**src/rtl/intagg_pkg.sv**
```systemverilog
package intagg_pkg;
  localparam int ADDR_W    = 4;
  localparam int GLOB_ADDR = 0;
  localparam int STAT_BASE = 1;
  localparam int MASK_BASE = 8;
  localparam int CFG_ADDR  = 15;

  // bit 1: active level, bit 0: open-drain select
  typedef struct packed {
    logic act_high;
    logic open_drain;
  } int_cfg_t;
endpackage

```
**src/rtl/intagg_grp.sv**
```systemverilog
module intagg_grp #(
  parameter int GRP_W = 8
) (
  input  logic             clk,
  input  logic             rst_n,
  input  logic [GRP_W-1:0] evt_i,
  input  logic             rd_clr_i,
  input  logic             mask_we_i,
  input  logic [GRP_W-1:0] mask_wdata_i,
  output logic [GRP_W-1:0] status_o,
  output logic [GRP_W-1:0] mask_o,
  output logic             summary_o
);
  logic [GRP_W-1:0] status_q, status_d;
  logic [GRP_W-1:0] mask_q, mask_d;

  always_comb begin
    status_d = (status_q & ~{GRP_W{rd_clr_i}}) | evt_i;
    mask_d   = mask_q;
    if (mask_we_i) mask_d = mask_wdata_i;
  end

  always_ff @(posedge clk or negedge rst_n) begin
    if (!rst_n) begin
      status_q <= '0;
      mask_q   <= '1;
    end else begin
      status_q <= status_d;
      mask_q   <= mask_d;
    end
  end

  assign status_o  = status_q;
  assign mask_o    = mask_q;
  assign summary_o = |(status_q & ~mask_q);


  evt_latch_chk: assert property (@(posedge clk) disable iff (!rst_n)
    (|evt_i) |=> ((status_q & $past(evt_i)) == $past(evt_i)));

  clr_keeps_new_evt_chk: assert property (@(posedge clk) disable iff (!rst_n)
    rd_clr_i |=> (status_q == $past(evt_i)));

  sticky_chk: assert property (@(posedge clk) disable iff (!rst_n)
    !rd_clr_i |=> ((status_q & $past(status_q)) == $past(status_q)));
endmodule

```
**src/rtl/intagg_regif.sv**
```systemverilog
module intagg_regif
  import intagg_pkg::*;
#(
  parameter int NUM_GRP = 6,
  parameter int GRP_W   = 8
) (
  input  logic                     clk,
  input  logic                     rst_n,
  input  logic [ADDR_W-1:0]        bus_addr,
  input  logic                     bus_wr,
  input  logic                     bus_rd,
  input  logic [GRP_W-1:0]         bus_wdata,
  input  logic [NUM_GRP*GRP_W-1:0] status_flat,
  input  logic [NUM_GRP*GRP_W-1:0] mask_flat,
  input  logic [NUM_GRP-1:0]       glob,
  output logic [NUM_GRP-1:0]       stat_rd,
  output logic [NUM_GRP-1:0]       mask_we,
  output int_cfg_t                 cfg_o,
  output logic [GRP_W-1:0]         rdata_o
);
  logic             rd_en;
  logic [GRP_W-1:0] rdata_q, rdata_d, rsel;
  int_cfg_t         cfg_q, cfg_d;

  assign rd_en = bus_rd && !bus_wr;

  always_comb begin
    stat_rd = '0;
    mask_we = '0;
    rsel    = '0;
    if (bus_addr == ADDR_W'(GLOB_ADDR)) rsel = GRP_W'(glob);
    if (bus_addr == ADDR_W'(CFG_ADDR))  rsel = GRP_W'(cfg_q);
    for (int g = 0; g < NUM_GRP; g++) begin
      if (bus_addr == ADDR_W'(STAT_BASE + g)) begin
        stat_rd[g] = rd_en;
        rsel       = status_flat[g*GRP_W +: GRP_W];
      end
      if (bus_addr == ADDR_W'(MASK_BASE + g)) begin
        mask_we[g] = bus_wr;
        rsel       = mask_flat[g*GRP_W +: GRP_W];
      end
    end
    rdata_d = rdata_q;
    if (rd_en) rdata_d = rsel;
    cfg_d = cfg_q;
    if (bus_wr && bus_addr == ADDR_W'(CFG_ADDR)) cfg_d = int_cfg_t'(bus_wdata[1:0]);
  end

  always_ff @(posedge clk or negedge rst_n) begin
    if (!rst_n) begin
      rdata_q <= '0;
      cfg_q   <= '0;
    end else begin
      rdata_q <= rdata_d;
      cfg_q   <= cfg_d;
    end
  end

  assign cfg_o   = cfg_q;
  assign rdata_o = rdata_q;


  rdata_hold_chk: assert property (@(posedge clk) disable iff (!rst_n)
    !rd_en |=> $stable(rdata_q));

  one_clear_chk: assert property (@(posedge clk) disable iff (!rst_n)
    $onehot0(stat_rd));
endmodule

```
**src/rtl/intagg_pad.sv**
```systemverilog
module intagg_pad
  import intagg_pkg::*;
(
  input  logic     req_i,
  input  int_cfg_t cfg_i,
  output logic     int_out_o,
  output logic     int_oe_o
);
  always_comb begin
    if (cfg_i.open_drain) begin
      int_oe_o  = req_i;
      int_out_o = cfg_i.act_high;
    end else begin
      int_oe_o  = 1'b1;
      int_out_o = req_i ? cfg_i.act_high : ~cfg_i.act_high;
    end
  end
endmodule

```
**src/rtl/intagg_top.sv**
```systemverilog
module intagg_top
  import intagg_pkg::*;
#(
  parameter int NUM_GRP = 6,
  parameter int GRP_W   = 8
) (
  input  logic                     clk,
  input  logic                     rst_n,
  input  logic [NUM_GRP*GRP_W-1:0] evt_i,
  input  logic [ADDR_W-1:0]        bus_addr,
  input  logic                     bus_wr,
  input  logic                     bus_rd,
  input  logic [GRP_W-1:0]         bus_wdata,
  output logic [GRP_W-1:0]         bus_rdata,
  output logic                     int_out,
  output logic                     int_oe
);
  localparam int FLAT_W = NUM_GRP * GRP_W;

  logic [1:0]         rst_sync_q;
  logic               rst_sync_n;
  logic [FLAT_W-1:0]  status_flat, mask_flat;
  logic [NUM_GRP-1:0] glob, stat_rd, mask_we;
  logic               req;
  int_cfg_t           cfg;

  always_ff @(posedge clk or negedge rst_n) begin
    if (!rst_n) rst_sync_q <= 2'b00;
    else        rst_sync_q <= {rst_sync_q[0], 1'b1};
  end
  assign rst_sync_n = rst_sync_q[1];

  for (genvar g = 0; g < NUM_GRP; g++) begin : g_grp
    intagg_grp #(.GRP_W(GRP_W)) u_grp (
      .clk          (clk),
      .rst_n        (rst_sync_n),
      .evt_i        (evt_i[g*GRP_W +: GRP_W]),
      .rd_clr_i     (stat_rd[g]),
      .mask_we_i    (mask_we[g]),
      .mask_wdata_i (bus_wdata),
      .status_o     (status_flat[g*GRP_W +: GRP_W]),
      .mask_o       (mask_flat[g*GRP_W +: GRP_W]),
      .summary_o    (glob[g])
    );
  end

  intagg_regif #(.NUM_GRP(NUM_GRP), .GRP_W(GRP_W)) u_regif (
    .clk         (clk),
    .rst_n       (rst_sync_n),
    .bus_addr    (bus_addr),
    .bus_wr      (bus_wr),
    .bus_rd      (bus_rd),
    .bus_wdata   (bus_wdata),
    .status_flat (status_flat),
    .mask_flat   (mask_flat),
    .glob        (glob),
    .stat_rd     (stat_rd),
    .mask_we     (mask_we),
    .cfg_o       (cfg),
    .rdata_o     (bus_rdata)
  );

  assign req = |glob;

  intagg_pad u_pad (
    .req_i     (req),
    .cfg_i     (cfg),
    .int_out_o (int_out),
    .int_oe_o  (int_oe)
  );


  glob_read_no_clear_chk: assert property (@(posedge clk) disable iff (!rst_sync_n)
    (bus_rd && !bus_wr && bus_addr == ADDR_W'(GLOB_ADDR))
      |=> ((status_flat & $past(status_flat)) == $past(status_flat)));

  reset_state_chk: assert property (@(posedge clk) disable iff (!rst_sync_n)
    $rose(rst_sync_n) |-> ((&mask_flat) && (status_flat == '0)));

  req_matches_bits_chk: assert property (@(posedge clk) disable iff (!rst_sync_n)
    req == ((status_flat & ~mask_flat) != '0));

  pushpull_oe_chk: assert property (@(posedge clk) disable iff (!rst_sync_n)
    !cfg.open_drain |-> int_oe);

  opendrain_level_chk: assert property (@(posedge clk) disable iff (!rst_sync_n)
    (cfg.open_drain && int_oe) |-> (int_out == cfg.act_high));
endmodule

```
**config.mk**
```make
export PLATFORM = sky130hd
export DESIGN_NAME = intagg_top
export DESIGN_NICKNAME = d
export VERILOG_FILES = /design/src/rtl/intagg_pkg.sv /design/src/rtl/intagg_grp.sv /design/src/rtl/intagg_regif.sv /design/src/rtl/intagg_pad.sv /design/src/rtl/intagg_top.sv
export SDC_FILE = /design/constraint.sdc
export NUM_CORES = 1
export LEC_CHECK = 0
export BUFFER_PORTS_ARGS = -buffer_cell sky130_fd_sc_hd__buf_2
export CAP_MARGIN = 20
export CORE_MARGIN = 2
export CORE_UTILIZATION = 63
export DETAILED_ROUTE_END_ITERATION = 10
export PLACE_DENSITY = 0.86
export SKIP_LAST_GASP = 1
export SYNTH_ARGS = -nofsm -noshare
export SYNTH_HDL_FRONTEND = slang
export SYNTH_SLANG_ARGS = --single-unit
```
**constraint.sdc**
```tcl
create_clock -name clk -period 8.2 [get_ports clk]
set_input_delay 1.23 -clock clk [delete_from_list [all_inputs] [get_ports clk]]
set_output_delay 1.23 -clock clk [all_outputs]
set_load 0.02 [all_outputs]
```
==> impl_metrics.csv <==
group,metric,value,unit
run_status,outcome,"complete, no violations",
critical_path,critPathKind,"register to output pin",
synthesis,synth_area,5860,um^2
critical_path,r2r_cells,5,
floorplanning,start_util,0.643,
floorplanning,die_h,100,um
timing,period_needed,3.69,ns
timing,hold_viol,0,
synthesis,synth_nets,583,
timing,period_share,0.450,
timing,fin_ws,4.51,ns
synthesis,synthTopCellsByArea,"dfrtp_1, dfstp_2, mux2_2, a21o_1, nor2b_1",
drt,drc_errors,0,
timing,setup_viol,0,
power,power_density,200,nW/um^2
clock_network,htree_levels,3,
synthesis,synthFlopType,"dfrtp_1",
grt,grt_start_max_net_pins,68,
grt,grt_pass1_vias,4643,
timing,rsz0062_at_grt,"no",
run,drv_cap,0,
critical_path,cp-end-kind,"output pin",
hold_path,hold_path_class,"register to asynchronous set/reset pin",
synthesis,synth_edf_count,0,
critical_path,cp_num_buf_inv,1,
drt,wire_per_inst,22.5,um
layout,drive_gt1_frac,0.385,
grt,grt.total_usage,0.324,
grt,grt_overflow,0,
layout,layout-area-overhead-vs-synth,9.06,%
timing,slew_headroom,0.250,
synthesis,yosysMostFrequentCell,"dfrtp_1",
floorplanning,core_area,9110,um^2
clock_network,cts_max_path_buffers,2,
clock_network,ctsHoldBuffers,0,
critical_path,r2r_start,"g_grp[1].u_grp.mask_o[7]$_DFFE_PN1P_",
drt,firstDrtPassIters,5,
placement,gp_congestion,0.957,
floorplanning,fp.dieW,100,um
power,leakage,2.45,nW
grt,grt_antenna_before_repair,0,
synthesis,synth.distinct_cells,64,
clock_network,clk_pin_slew,0.11,ns
floorplanning,rows,35,
drt,drt_iter0_drc,372,
critical_path,reg2reg_slack,6.25,ns
placement,dpl_worst_slack,4.58,ns
clock_network,cts_tree,"built",
drt,vias_per_cell,6.71,
power,finalPower,1.28,mW
placement,place_hpwl,11400,um
timing,skew,0.00999,ns
synthesis,yosys_warnings,0,
critical_path,r2r-end,"u_regif.rdata_o[1]$_DFFE_PN0P_",
synthesis,postSynthAreaPerCell,11.3,um^2
timing,fin_setup_tns,0,ns
clock_network,clk_latency,0.39,ns
layout,antenna_cells,0,
timing,drv_slew,0,
critical_path,cp_max_fo,3,
critical_path,critical_path_arrival,2.46,ns
timing,clock.fmax,271,MHz
layout,multi_input_area,2870,um^2
drt,wl,15700,um
critical_path,worstPathCellList,"nor2b_1, a2111oi_2, nand4_1, nor4_2, xor2_1, buf_2",
layout,seq_area,2770,um^2
synthesis,synth_top_area_share,0.256,
clock_network,cts.repair.resized,0,
critical_path,cp_top_family,"simple AND/OR/NAND/NOR gates",
clock_network,cts_sinks,108,
layout,layout.nets,644,
power,peakVddDrop,132,uV
floorplanning,die-area,10100,um^2
synthesis,synth_area_leader_cell,"dfrtp_1",
grt,grt_pass1_wl,25000,um
synthesis,ys_ff_latch,108,
timing,worstMarginPinSlew,1.12,ns
critical_path,critical_path.max_stage_delay,0.56,ns
critical_path,worstPathRequired,6.97,ns
drt,num_vias,4668,
critical_path,slowest_stage,"a2111oi_2",
synthesis,syn_inst,519,
placement,port_buffers,73,
synthesis,yosys-top-cells-count,"dfrtp_1, a21o_1, mux2_2",
critical_path,worst_setup_path_start_kind,"register",
synthesis,synth-seq-area-share,0.472,
clock_network,post-cts-setup-buffers,0,
layout,fillCellCount,712,
drt,ant_nets,0,
clock_network,cts-root-buf,"clkbuf_8",
synthesis,async_flop_share,1.00,
clock_network,numCtsBuffers,9,
floorplanning,io_pins,74,
## per-stage QoR
stage	instance area, um^2	util	cells	hold WS, ns
2_1_floorplan	5860	-	519	0.331
6_report	6390	0.701	696	0.306
5_1_grt	6390	0.701	696	0.365
4_1_cts	6390	0.701	696	0.326
3_5_place_dp	6200	0.681	680	0.313
3_3_place_gp	6200	0.681	680	0.304
## power breakdown
| part | leakage (nW) | switching (mW) | internal [mW] |
|---|---|---|---|
| registers | 1.07 | 0.0641 | 0.642 |
| logic | 1.29 | 0.143 | 0.115 |
| clock network | 0.0921 | 0.195 | 0.115 |
## placed cells by master (no fill, tap or decap), types with 7 or more instances in the layout
cell	synthesis	layout
mux2i_1	8	8
nor3_1	8	8
o21ai_0	16	16
nor2_1	25	25
a21o_1	49	49
o22ai_1	14	14
nand2b_1	11	11
nor2b_1	36	36
buf_2	8	73
mux2_2	49	49
a21oi_1	22	22
nand2_1	25	25
inv_1	16	16
dfrtp_1	60	59
clkbuf_8	0	9
a211oi_1	7	7
dfstp_2	48	48
## worst max-delay path by stage
stage	startpoint	to	slack, ns	cells past startpoint
floorplan	rst_sync_q[1]$_DFF_PN0_	g_grp[0].u_grp.status_o[0]$_DFF_PN0_	5.05	0
finish	g_grp[5].u_grp.mask_o[1]$_DFFE_PN1P_	int_out	4.51	6
CTS	g_grp[5].u_grp.mask_o[1]$_DFFE_PN1P_	int_out	4.51	6
detailed placement	bus_addr[0]	u_regif.rdata_o[6]$_DFFE_PN0P_	4.58	6
global route	g_grp[5].u_grp.mask_o[1]$_DFFE_PN1P_	int_out	4.39	6
global placement	bus_addr[0]	u_regif.rdata_o[6]$_DFFE_PN0P_	4.68	6
## metal layers
metal	track usage	vias up	wire length (um)
met1	0.441	2293	6210
met5	0	-	0
met2	0.534	279	7630
met4	0.106	0	534
li1	-	2034	-
met3	0.0536	62	1270
## worst reg2reg max path: stages (launching register included)
cell,delay [ns]
dfstp_2,0.56
inv_1,0.06
a2111oi_2,0.54
a211oi_1,0.16
nor3_1,0.38
o22ai_1,0.14
## area by class of cell
cell class / count / share of cell area
clock buffer: 9 / 0.0194
clock inverter: 7 / 0.00921
inverter: 16 / 0.00940
multi-input combinational: 371 / 0.449
sequential: 108 / 0.433
tap: 111 / 0.0217
timing repair buffer: 74 / 0.0584
## cells by family after synthesis
logic type,count (synthesis),share of synthesized area
AO/OA/AOI/OAI,168,0.229
XOR/XNOR,1,0.00150
buffers and inverters,40,0.0389
flip-flops,108,0.472
multiplexers,61,0.116
other,1,0.000640
AND/OR/NAND/NOR,140,0.143
## state kept, by name, indices dropped and copies added, names as in the netlist
| signal | count |
|---|---|
| g_grp.u_grp.mask_o | 48 |
| g_grp.u_grp.status_o | 48 |
| u_regif.rdata_o | 8 |
| rst_sync_q | 2 |
| u_regif.cfg_o | 2 |
No activity file was read; power rests on OpenSTA's default activity.
